--- config.mk ---
export PLATFORM = sky130hd
export DESIGN_NAME = lift_car_ctrl
export DESIGN_NICKNAME = d
export VERILOG_FILES = /design/src/rtl/lift_pkg.sv /design/src/rtl/lift_floor_cmp.sv /design/src/rtl/lift_dwell_timer.sv /design/src/rtl/lift_out_decode.sv /design/src/rtl/lift_car_ctrl.sv
export SDC_FILE = /design/constraint.sdc
export NUM_CORES = 1
export LEC_CHECK = 0
export ABC_AREA = 1
export BUFFER_PORTS_ARGS = -buffer_cell sky130_fd_sc_hd__buf_2
export CAP_MARGIN = 20
export CORE_AREA = 2 2 39 41
export DETAILED_ROUTE_END_ITERATION = 6
export DIE_AREA = 0 0 41 43
export PLACE_DENSITY = 0.76
export SYNTH_ARGS = -nofsm -noshare
export SYNTH_HDL_FRONTEND = slang
export SYNTH_SLANG_ARGS = --single-unit
export TNS_END_PERCENT = 1
--- constraint.sdc ---
create_clock -name clk -period 1.2 [get_ports clk]
set_input_delay 0.12 -clock clk [delete_from_list [all_inputs] [get_ports clk]]
set_output_delay 0.12 -clock clk [all_outputs]
set_load 0.03 [all_outputs]
--- src/rtl/lift_pkg.sv ---
package lift_pkg;

    typedef enum logic [1:0] {
        ST_REST  = 2'd0,
        ST_RISE  = 2'd1,
        ST_FALL  = 2'd2,
        ST_DWELL = 2'd3
    } car_state_e;

    typedef struct packed {
        logic up;
        logic dn;
        logic open;
        logic start;
    } car_out_t;

    typedef struct packed {
        car_state_e st;
    } car_regs_t;

endpackage

--- src/rtl/lift_floor_cmp.sv ---
module lift_floor_cmp #(
    parameter int FLOOR_W = 4
) (
    input  logic [FLOOR_W-1:0] tgt,
    input  logic [FLOOR_W-1:0] cur,
    output logic               above,
    output logic               below
);
    // unsigned magnitude compare of target against present floor
    always_comb begin
        above = (tgt > cur);
        below = (tgt < cur);
    end
endmodule

--- src/rtl/lift_dwell_timer.sv ---
module lift_dwell_timer #(
    parameter int CNT_W = 4
) (
    input  logic             clk,
    input  logic             rst_n,
    input  logic             run,
    input  logic             tick,
    output logic [CNT_W-1:0] count
);
    localparam logic [CNT_W-1:0] CNT_MAX = {CNT_W{1'b1}};

    logic [CNT_W-1:0] cnt_d, cnt_q;

    always_comb begin
        cnt_d = cnt_q;
        if (!run) begin
            cnt_d = '0;
        end else if (tick && (cnt_q != CNT_MAX)) begin
            cnt_d = cnt_q + 1'b1;
        end
    end

    always_ff @(posedge clk or negedge rst_n) begin
        if (!rst_n) begin
            cnt_q <= '0;
        end else begin
            cnt_q <= cnt_d;
        end
    end

    assign count = cnt_q;
endmodule

--- src/rtl/lift_out_decode.sv ---
module lift_out_decode
    import lift_pkg::*;
(
    input  car_state_e st,
    output car_out_t   outs
);
    always_comb begin
        outs = '{up: 1'b0, dn: 1'b0, open: 1'b0, start: 1'b0};
        unique case (st)
            ST_REST:  outs.open  = 1'b1;
            ST_RISE:  outs.up    = 1'b1;
            ST_FALL:  outs.dn    = 1'b1;
            ST_DWELL: begin
                outs.open  = 1'b1;
                outs.start = 1'b1;
            end
            default:  outs.open  = 1'b1;
        endcase
    end
endmodule

--- src/rtl/lift_car_ctrl.sv ---
module lift_car_ctrl
    import lift_pkg::*;
#(
    parameter int FLOOR_W   = 4,
    parameter int DWELL_SEC = 10
) (
    input  logic               clk,
    input  logic               rst_n,
    input  logic               sec_tick,
    input  logic [FLOOR_W-1:0] target_flr,
    input  logic [FLOOR_W-1:0] cur_flr,
    output logic               move_up,
    output logic               move_dn,
    output logic               door_open,
    output logic               dwell_start
);
    localparam int              TMR_W     = $clog2(DWELL_SEC + 1);
    localparam logic [TMR_W-1:0] DWELL_LIM = TMR_W'(DWELL_SEC);

    car_regs_t        regs_d, regs_q;
    car_out_t         outs;
    logic             tgt_above, tgt_below;
    logic [TMR_W-1:0] dwell_cnt;
    logic             dwell_done;

    lift_floor_cmp #(.FLOOR_W(FLOOR_W)) u_cmp (
        .tgt   (target_flr),
        .cur   (cur_flr),
        .above (tgt_above),
        .below (tgt_below)
    );

    lift_dwell_timer #(.CNT_W(TMR_W)) u_timer (
        .clk   (clk),
        .rst_n (rst_n),
        .run   (outs.start),
        .tick  (sec_tick),
        .count (dwell_cnt)
    );

    assign dwell_done = (dwell_cnt >= DWELL_LIM);

    // next-state: each state's exits are disjoint and cover all inputs
    always_comb begin
        regs_d = regs_q;
        unique case (regs_q.st)
            ST_REST: begin
                if (tgt_above)      regs_d.st = ST_RISE;
                else if (tgt_below) regs_d.st = ST_FALL;
                else                regs_d.st = ST_REST;
            end
            ST_RISE:  regs_d.st = tgt_above  ? ST_RISE : ST_DWELL;
            ST_FALL:  regs_d.st = tgt_below  ? ST_FALL : ST_DWELL;
            ST_DWELL: regs_d.st = dwell_done ? ST_REST : ST_DWELL;
            default:  regs_d.st = ST_REST;
        endcase
    end

    always_ff @(posedge clk or negedge rst_n) begin
        if (!rst_n) begin
            regs_q <= '{st: ST_REST};
        end else begin
            regs_q <= regs_d;
        end
    end

    lift_out_decode u_dec (
        .st   (regs_q.st),
        .outs (outs)
    );

    assign move_up     = outs.up;
    assign move_dn     = outs.dn;
    assign door_open   = outs.open;
    assign dwell_start = outs.start;
endmodule

=== Word-level counts from Yosys, hierarchy flattened ===
Index checks and enable logic that the tools add are counted.

* Register bits: 6
* Input bits: 11
* Logic and storage cells: 26

* Add/sub/neg operators: 1
* $lt $le $gt $ge: 3
* Equal/unequal tests: 5
* Muxes and demuxes: 12
* Reduce and logical (&&, ||, !) cells: 3

{| class="wikitable"
|+ Operators by type and width
! cell !! number
|-
| two-way mux 2 bit || 4
|-
| two-way mux 4 bit || 2
|-
| case mux 2 bit (4 select lines) || 1
|-
| two-way mux 1 bit || 5
|-
| adder 4 x 1 -> 4 bit, second input constant || 1
|-
| == test 2 bit, second input constant || 2
|-
| greater-or-equal comparator 4 bit, second input constant || 1
|-
| > comparator 4 bit || 1
|-
| < comparator 4 bit || 1
|-
| != test 4 bit, second input constant || 1
|-
| == test 2 x 1 -> 1 bit, second input constant || 1
|-
| zero test 2 bit || 1
|-
| != test 2 bit, second input constant || 1
|-
| OR reduction 2 bit || 1
|-
| logical AND 1 bit || 1
|}

=== Logic depth before layout (Yosys ltp) ===
Gate-level depths: netlist of the first run.

* Depth in word-level cells: 4
* Mapped depth: 11

=== Modules after synthesis ===
Synthesis of the first run repeated with hierarchy kept, for this count alone.

* Cells, all modules: 71
* Area total of the unflattened synthesis: 503.0 um^2

{| class="wikitable"
|+ Modules (own cells, without submodules)
! module !! instances !! cells each !! area an instance (um^2) !! seq. area each (um^2)
|-
| lift_dwell_timer || 1 || 28 || 221.5 || 100.1
|-
| lift_car_ctrl || 1 || 18 || 121.4 || 50.0
|-
| lift_floor_cmp || 1 || 20 || 115.1 || 0.0
|-
| lift_out_decode || 1 || 5 || 45.0 || 0.0
|}

=== Worst setup path before layout of the first run ===
OpenSTA, ideal clock, no wires.

* Kind: register -> register
* Start: register regs_q[0]
* End: register regs_q[1]
* Data arrival time: 1.204 ns
* Required time: 1.079 ns
* Path slack: -0.125 ns
* Stages on the path, launching flop included: 6
* Cells stage by stage: dfrtp_1 -> inv_1 -> ha_1 -> or2_2 -> nor2_1 -> a21oi_1

{| class="wikitable"
|+ RTL lines
! item !! RTL line !! RTL
|-
| start: declaration || lift_car_ctrl.sv:20 || <nowiki>car_regs_t regs_d, regs_q;</nowiki>
|-
| start signal: assignment || lift_car_ctrl.sv:61 || <nowiki>regs_q <= '{st: ST_REST};</nowiki>
|-
| start signal: assignment || lift_car_ctrl.sv:63 || <nowiki>regs_q <= regs_d;</nowiki>
|}

=== Worst setup path in the final report of the first run ===
* Start: register regs_q[1]
* End: output door_open

* Cells in the longest elaborated chain, start to end: 3

{| class="wikitable"
|+ RTL lines
! item !! RTL line !! RTL
|-
| == test 2 bit / zero test 2 bit (equally long branches) || lift_out_decode.sv:9 || <nowiki>unique case (st)</nowiki>
|-
| OR reduction 2 bit (no source line) * || - ||
|-
| two-way mux 1 bit * || lift_out_decode.sv:9 ||
|-
| end: declaration || lift_car_ctrl.sv:14 || <nowiki>output logic door_open,</nowiki>
|}

Mark *: on every way between the ends. The rest lies on a longest branch, timed or not.

==> results of run 1 <==
-- worst paths after layout --
path	startpoint	endpoint	cells after the start
worst max-delay path	regs_q[1]$_DFF_PN0_	door_open	4
worst min-delay path	rst_n	u_timer.count[1]$_DFFE_PN0P_	2
worst max register to register	u_timer.count[1]$_DFFE_PN0P_	u_timer.count[1]$_DFFE_PN0P_	5
worst min register to register	u_timer.count[3]$_DFFE_PN0P_	u_timer.count[3]$_DFFE_PN0P_	2
max in group asynchronous	rst_n	regs_q[1]$_DFF_PN0_	2
min in group clk	sec_tick	u_timer.count[0]$_DFFE_PN0P_	4
-- area by class of cell --
| cell class | count | share of cell area, % |
|---|---|---|
| multi-input combinational | 48 | 45.6 |
| timing repair buffer | 24 | 22.8 |
| sequential | 6 | 19.1 |
| inverter | 15 | 7.12 |
| clock buffer | 3 | 2.85 |
| tap | 16 | 2.53 |
-- where the power goes --
part	switching [mW]	leakage (nW)	internal, mW
registers	0.0729	0.0774	0.262
clock network	0.0756	0.0138	0.113
logic	0.569	0.340	0.589
-- cell families (layout without fill, tap and decap cells) --
group | after synthesis | count (layout) | share of synthesized area (%)
compound gates | 8 | 8 | 11.3
fa+ha+maj | 10 | 10 | 24.0
buf+inv | 15 | 42 | 10.8
flops | 6 | 6 | 28.8
simple gates | 30 | 30 | 25.2
-- metal layers --
| metal | wire length, um | vias up | track usage (%) |
|---|---|---|---|
| met2 | 570 | 17 | 25.9 |
| met3 | 48 | 2 | 1.57 |
| met1 | 454 | 236 | 16.3 |
| met4 | 12 | 0 | 6.00 |
| met5 | 0 | - | 0 |
| li1 | - | 273 | - |
-- synth_stat cells --
library cell and number:
nand2_1 15, inv_1 14, ha_1 10, dfrtp_1 6, nand3_1 5, nor2_1 5
a21oi_1 3, nand4_1 2, o21ai_1 2, and3_1 1, inv_2 1, nand2_2 1
o211a_1 1, o21ai_4 1, o21bai_1 1, or2_2 1
-- per-stage QoR --
stage,setup WS (ns),setup TNS [ns]
floorplan,-0.0357,-0.0357
global placement,-0.0156,-0.0230
detailed placement,-0.0567,-0.133
CTS,-0.0698,-0.243
global route,-0.0939,-0.584
finish,-0.0600,-0.154
-- flip-flops by register name (all words and copies together) (netlist names) --
register,cells
u_timer.count,4
regs_q,2
-- timing repair --
item                                   in CTS  in global routing
setup buffers                               1                  4
resized for setup                          18                  4
setup endpoints to repair                   8                 10
pin swaps                                   4                  3
hold buffers                                1                  0
endpoints found under the hold margin       6                  0
gates cloned                                0                  0
==> run_results.csv, run 1 <==
group,metric,value,unit
die,start_util,37.7,%
die,die_y,43,um
job,drv_cap,0,
yosys,synth_top_area_share,28.8,%
yosys,synth_area_per_cell,7.56,sq um
critical_path,cp_num_buf_inv,3,
die,die-area,1760,sq um
placement,gp_congestion,0.781,
drt,viasPerCell,4.71,
timing,hold_viol,0,
yosys,synthTopCellsByArea,"dfrtp_1 (29%), ha_1 (24%), nand2_1 (11%)",
clocking,clockBufferDepth,2,
timing,fmax,794,MHz
timing,period_minus_slack,1.26,ns
critical_path,reg2reg_slack,-0.02,ns
yosys,yosysWarnings,0,
global_routing,first_global_vias,501,
clocking,clkLatencyLatePin,0.25,ns
critical_path,crit_family,"flip-flops",
drt,drt_first_pass_iters,5,
critical_path,critPathLaunchType,"flip-flop",
layout,stdcell_count,112,
timing,worstMarginPinSlew,0.179,ns
yosys,ys_seq_area_share,28.8,%
critical_path,crit_chain,"inv_2 > ha_4 > inv_2 > buf_6",
layout,final_common_cell,"nand2_1",
layout,areaGrowthSynthToFinish,51.6,%
critical_path,critical_path_arrival,1.14,ns
run_status,outcome,"complete, but fails checks",
timing,max_slew_margin,88.1,%
power,p_per_area,2130,nW/um^2
yosys,syn_nets,90,
layout,seq_area,151,sq um
die,floorplan.core_area,1380,sq um
yosys,synth_cell_types,16,
layout,fin_util,57.1,%
timing,setup_violations,6,
critical_path,worstSetupPathType,"reg2out",
layout,final_cell_mix,"nand2_1 (15), buf_2 (10), inv_1 (9)",
critical_path,cp_common_cell,"inv_2",
power,ir_drop,1.40,mV
critical_path,cp.required,1.08,ns
drt,drc,0,
layout,drive_gt1_share,43.8,%
layout,multi_input_area,360,sq um
placement,post-place-cells,103,
layout,fill_cells,133,
placement,portBuffers,14,
die,rows,14,
critical_path,crit_path_end_kind,"primary output",
drt,avgRoutedWirePerCell,9.69,um
die,pin_count,15,
timing,hold_ws,0.227,ns
layout,nets,119,
power,fin_total_pwr,1.68,mW
timing,rsz0062_at_grt,"true",
critical_path,slowest_delay,0.42,ns
timing,setup_slack,-0.0600,ns
critical_path,cp_max_fo,3,
placement,dpl_cell_area,647,sq um
clocking,cts-root-buf,"clkbuf_4",
timing,skew,0.000635,ns
yosys,syn_inst,69,
layout,num_antenna_cells,0,
die,die_x,41,um
placement,dp_hpwl,842,um
timing,slew_viol_final,0,
drt,drt_wl_total,1.09,mm
yosys,synth_area,522,sq um
global_routing,grt_start_max_net_pins,8,
run_status,violations,"setup timing",
global_routing,track_usage,14.6,%
yosys,ys_ff_latch,6,
critical_path,critPathSlowestCell,"dfrtp_2",
hold_path,hp-class,"in2async",
global_routing,grt_pass1_wl,1.82,mm
clocking,cts_buffers,3,
drt,drt_iter0_markers,16,
yosys,synth.largest_area_cell,"dfrtp_1",
clocking,clkSlewWorstSetupHoldPaths,0.05,ns
global_routing,antenna_found_initial,0,
clocking,cts_tree,"built",
clocking,cts_htree_levels,1,
clocking,clock-sinks,6,
drt,vias,528,
layout,fin_area,791,sq um
drt,drtAntennaViolNets,0,
global_routing,grt_overflow_total,0,
power,p_leak,0.432,nW
timing,min_period_over_period,105,%
Note: power is estimated with default switching activity, not from simulation.
==> run 2: changes to the inputs <==
- CORE_AREA: 2 2 39 41 -> 10 10 47 49
- DIE_AREA: 0 0 41 43 -> 0 0 57 59
==> run_results.csv, run 2 (synthesis results as in run 1) <==
group,metric,value,unit
critical_path,cp_max_fo,3,
timing,min_period_over_period,105,%
die,die-area,3360,sq um
timing,slew_viol_final,0,
timing,rsz0062_at_grt,"true",
critical_path,cp.required,1.08,ns
layout,final_common_cell,"nand2_1",
hold_path,whs_path_depth,4,
critical_path,crit_path_end_kind,"primary output",
drt,vias,508,
clocking,cts-root-buf,"clkbuf_4",
layout,num_antenna_cells,0,
layout,drive_gt1_share,38.0,%
drt,viasPerCell,4.70,
power,fin_total_pwr,1.49,mW
layout,fill_cells,135,
power,ir_drop,0.924,mV
hold_path,hold_start,"sec_tick",
die,die_y,59,um
critical_path,cp_common_cell,"inv_2",
critical_path,crit_chain,"inv_2 > ha_4 > inv_2 > buf_6",
global_routing,grt_pass1_wl,2.09,mm
die,start_util,37.2,%
critical_path,critical_path_arrival,1.14,ns
critical_path,timing.rr.start,"regs_q[0]$_DFF_PN0_",
placement,gp_congestion,0.774,
drt,drt_wl_total,1.18,mm
die,floorplan.core_area,1400,sq um
placement,dp_hpwl,1.03,mm
layout,nets,115,
placement,portBuffers,14,
critical_path,worstSetupPathType,"reg2out",
placement,dpl_cell_area,654,sq um
global_routing,first_global_vias,534,
drt,avgRoutedWirePerCell,10.9,um
drt,drt_first_pass_iters,4,
timing,hold_viol,0,
job,drv_cap,0,
timing,hold_ws,0.215,ns
die,pin_count,15,
global_routing,antenna_found_initial,0,
run_status,outcome,"complete, but fails checks",
drt,drtAntennaViolNets,0,
layout,stdcell_count,108,
power,p_leak,0.409,nW
timing,period_minus_slack,1.26,ns
timing,worstMarginPinSlew,0.174,ns
run_status,violations,"setup timing",
global_routing,grt_overflow_total,0,
critical_path,reg2reg_slack,0.01,ns
clocking,clock-sinks,6,
die,die_x,57,um
hold_path,hold_end,"u_timer.count[3]$_DFFE_PN0P_",
drt,drt_iter0_markers,7,
layout,seq_area,151,sq um
clocking,cts_tree,"built",
timing,fmax,794,MHz
clocking,clkSlewWorstSetupHoldPaths,0.04,ns
clocking,cts_htree_levels,1,
power,p_per_area,2030,nW/um^2
global_routing,grt_start_max_net_pins,8,
global_routing,track_usage,8.11,%
clocking,clockBufferDepth,2,
die,rows,14,
layout,fin_area,734,sq um
layout,largest_register_ffs,4,
timing,setup_violations,4,
placement,dp_slack,-0.0326,ns
critical_path,slowest_delay,0.43,ns
layout,areaGrowthSynthToFinish,40.8,%
clocking,cts_buffers,3,
critical_path,worstReg2RegEnd,"regs_q[1]$_DFF_PN0_",
critical_path,critPathSlowestCell,"dfrtp_2",
critical_path,worstRegToRegCells,5,
critical_path,critPathLaunchType,"flip-flop",
drt,drc,0,
critical_path,crit_family,"flip-flops",
clocking,clkLatencyLatePin,0.25,ns
hold_path,hp-class,"in2reg",
placement,post-place-cells,104,
timing,max_slew_margin,88.4,%
timing,setup_slack,-0.0601,ns
timing,skew,0.00471,ns
layout,multi_input_area,345,sq um
layout,final_cell_mix,"nand2_1 (15), inv_1 (10), buf_2 (10)",
critical_path,cp_num_buf_inv,3,
[run 2: how the worst max path moves through the flow]
stage / startpoint / end / slack [ns] / cells after the start
floorplan: regs_q[0]$_DFF_PN0_ / regs_q[1]$_DFF_PN0_ / -0.04 / 5
global placement: u_timer.count[0]$_DFFE_PN0P_ / u_timer.count[2]$_DFFE_PN0P_ / 0.004 / 6
detailed placement: u_timer.count[0]$_DFFE_PN0P_ / u_timer.count[2]$_DFFE_PN0P_ / -0.03 / 6
CTS: regs_q[0]$_DFF_PN0_ / move_dn / -0.08 / 4
global route: regs_q[0]$_DFF_PN0_ / move_dn / -0.11 / 4
finish: regs_q[1]$_DFF_PN0_ / door_open / -0.06 / 4
[run 2: repair_timing]
item,in CTS,in global routing
setup endpoints to repair,7,8
resized for setup,12,3
hold endpoints to repair,6,0
hold buffers,1,0
buffers inserted,0,0
pin swaps,3,3
[run 2: area by class of cell]
| class | instances | share of cell area [%] |
|---|---|---|
| repair buffers | 20 | 18.9 |
| clock buffers | 3 | 3.07 |
| flip-flops and latches | 6 | 20.6 |
| multi-input cells | 48 | 47.0 |
| well taps | 16 | 2.73 |
| inverters | 15 | 7.67 |
[run 2: metrics by stage]
stage / TNS (ns) / util, %
global placement: 0 / 46.7
global route: -0.592 / 52.4
detailed placement: -0.0496 / 46.7
CTS: -0.251 / 51.4
finish: -0.181 / 52.4
floorplan: -0.0357 / -
[run 2: tightest hold or removal path, cell delays in order]
cell and delay [ns]:
buf_2 0.10, o21ai_4 0.06, nand2_1 0.09, o21ai_1 0.06
[run 2: power by group]
group	total (mW)	switching, mW	internal, mW	leakage (nW)
sequential	0.324	0.0614	0.263	0.0774
combinational	0.982	0.530	0.452	0.318
clock	0.186	0.0727	0.113	0.0138
[run 2: per-layer routing]
metal | global-route usage (%) | part of all wire, %
met1 | 7.55 | 39
met5 | 0 | 0
met4 | 6.04 | 3.1
met3 | 4.51 | 6.0
met2 | 13.2 | 52
==> run 3: changes to the inputs <==
- CORE_AREA: 10 10 47 49 -> default
- CORE_MARGIN: default -> 10
- CORE_UTILIZATION: default -> 35
- DIE_AREA: 0 0 57 59 -> default
- PLACE_DENSITY: 0.76 -> 0.71
==> run_results.csv, run 3 (synthesis results as in run 1) <==
group,metric,value,unit
die,rows,13,
global_routing,gr-usage-met3,3.86,%
timing,min_period_over_period,107,%
critical_path,cp_common_cell,"buf_6",
critical_path,crit_family,"flip-flops",
timing,fmax,780,MHz
hold_path,hp-class,"in2async",
critical_path,critPathSlowestCell,"dfrtp_2",
layout,final_cell_mix,"nand2_1 (15), inv_1 (10), buf_2 (10)",
timing,period_minus_slack,1.28,ns
timing,worstMarginPinSlew,0.187,ns
timing,setup_violations,4,
clocking,clockBufferDepth,2,
critical_path,crit_chain,"ha_2 > buf_6 > buf_6",
placement,dpl_cell_area,661,sq um
global_routing,busiest_layer,"met2",
drt,drtAntennaViolNets,0,
power,p_per_area,2100,nW/um^2
drt,drt_wl_total,1.29,mm
die,die-area,3440,sq um
clocking,cts_htree_levels,1,
clocking,clkSlewWorstSetupHoldPaths,0.05,ns
die,die_x,58.6,um
global_routing,gr-usage-met2,14.0,%
critical_path,critical_path_arrival,1.16,ns
timing,hold_ws,0.243,ns
power,ir_drop,1.54,mV
timing,hold_viol,0,
layout,largest_register_ffs,4,
global_routing,track_usage,8.24,%
timing,skew,0.00881,ns
global_routing,grt_pass1_wl,2.28,mm
clocking,clkLatencyLatePin,0.24,ns
power,p_leak,0.421,nW
clocking,cts_buffers,3,
layout,final_common_cell,"nand2_1",
critical_path,cp_max_fo,6,
die,pin_count,15,
timing,max_slew_margin,87.5,%
drt,vias,527,
drt,drt_iter0_markers,7,
timing,slew_viol_final,0,
drt,drc,0,
layout,areaGrowthSynthToFinish,45.6,%
die,start_util,38.6,%
job,drv_cap,0,
critical_path,cp_num_buf_inv,2,
global_routing,grt_start_max_net_pins,7,
clocking,clock-sinks,6,
global_routing,grt_overflow_total,0,
global_routing,antenna_found_initial,0,
drt,viasPerCell,4.88,
clocking,post_cts_buffers,0,
clocking,cts-root-buf,"clkbuf_4",
clocking,cts_tree,"built",
placement,gp_congestion,0.769,
critical_path,critPathLaunchType,"flip-flop",
placement,dp_hpwl,993,um
layout,num_antenna_cells,0,
layout,fin_area,759,sq um
critical_path,cp.required,1.08,ns
global_routing,first_global_vias,546,
layout,drive_gt1_share,40.9,%
timing,setup_slack,-0.0814,ns
layout,fin_util,56.3,%
drt,drt_first_pass_iters,4,
timing,fin_tns_setup,-0.235,ns
die,die_y,58.6,um
critical_path,worstSetupPathType,"reg2out",
die,floorplan.core_area,1350,sq um
critical_path,slowest_delay,0.44,ns
run_status,violations,"setup timing",
global_routing,use_met1,9.09,%
placement,portBuffers,14,
critical_path,crit_path_end_kind,"primary output",
timing,rsz0062_at_grt,"true",
run_status,outcome,"complete, but fails checks",
drt,avgRoutedWirePerCell,11.9,um
layout,nets,116,
run 3: layer usage:
layer | vias up | routed length, um
met5 | - | 0
met4 | 0 | 14
met3 | 2 | 83
met2 | 17 | 652
met1 | 239 | 536
li1 | 269 | -
run 3: power by group:
| group | switching (mW) | internal (mW) | total [mW] |
|---|---|---|---|
| logic | 0.575 | 0.515 | 1.09 |
| clock network | 0.0679 | 0.113 | 0.181 |
| registers | 0.0632 | 0.263 | 0.326 |
run 3: layout make-up:
cell class	count	area, sq um
Clock buffer	3	22.5
Sequential cell	6	151
Fill cell	117	591
Multi-Input combinational cell	48	353
Timing Repair Buffer	21	158
Tap cell	15	18.8
Inverter	15	56.3
run 3: final timing paths:
kind,from,end,slack [ns],depth (start not counted)
setup / recovery,regs_q[1]$_DFF_PN0_,dwell_start,-0.08,3
min in group clk,sec_tick,u_timer.count[0]$_DFFE_PN0P_,0.26,4
hold reg to reg,u_timer.count[3]$_DFFE_PN0P_,u_timer.count[3]$_DFFE_PN0P_,0.61,2
max in group asynchronous,rst_n,regs_q[1]$_DFF_PN0_,0.80,2
hold / removal,rst_n,u_timer.count[2]$_DFFE_PN0P_,0.24,2
setup reg to reg,u_timer.count[0]$_DFFE_PN0P_,regs_q[0]$_DFF_PN0_,0.01,9
run 3: metrics by stage:
| step | setup WS [ns] | power [mW] | cells |
|---|---|---|---|
| after detailed placement | -0.0240 | 1.13 | 104 |
| after global routing | -0.109 | 1.74 | 108 |
| after global placement | -0.0157 | 1.12 | 104 |
| final | -0.0814 | 1.60 | 108 |
| after floorplan | -0.0357 | 0.857 | 69 |
| after CTS | -0.0778 | 1.52 | 108 |
run 3: what timing repair did:
action	in CTS	in global routing
pin swaps	2	3
hold buffers	1	0
endpoints found under the setup margin	7	10
resized for setup	14	6
hold endpoints to repair	6	0
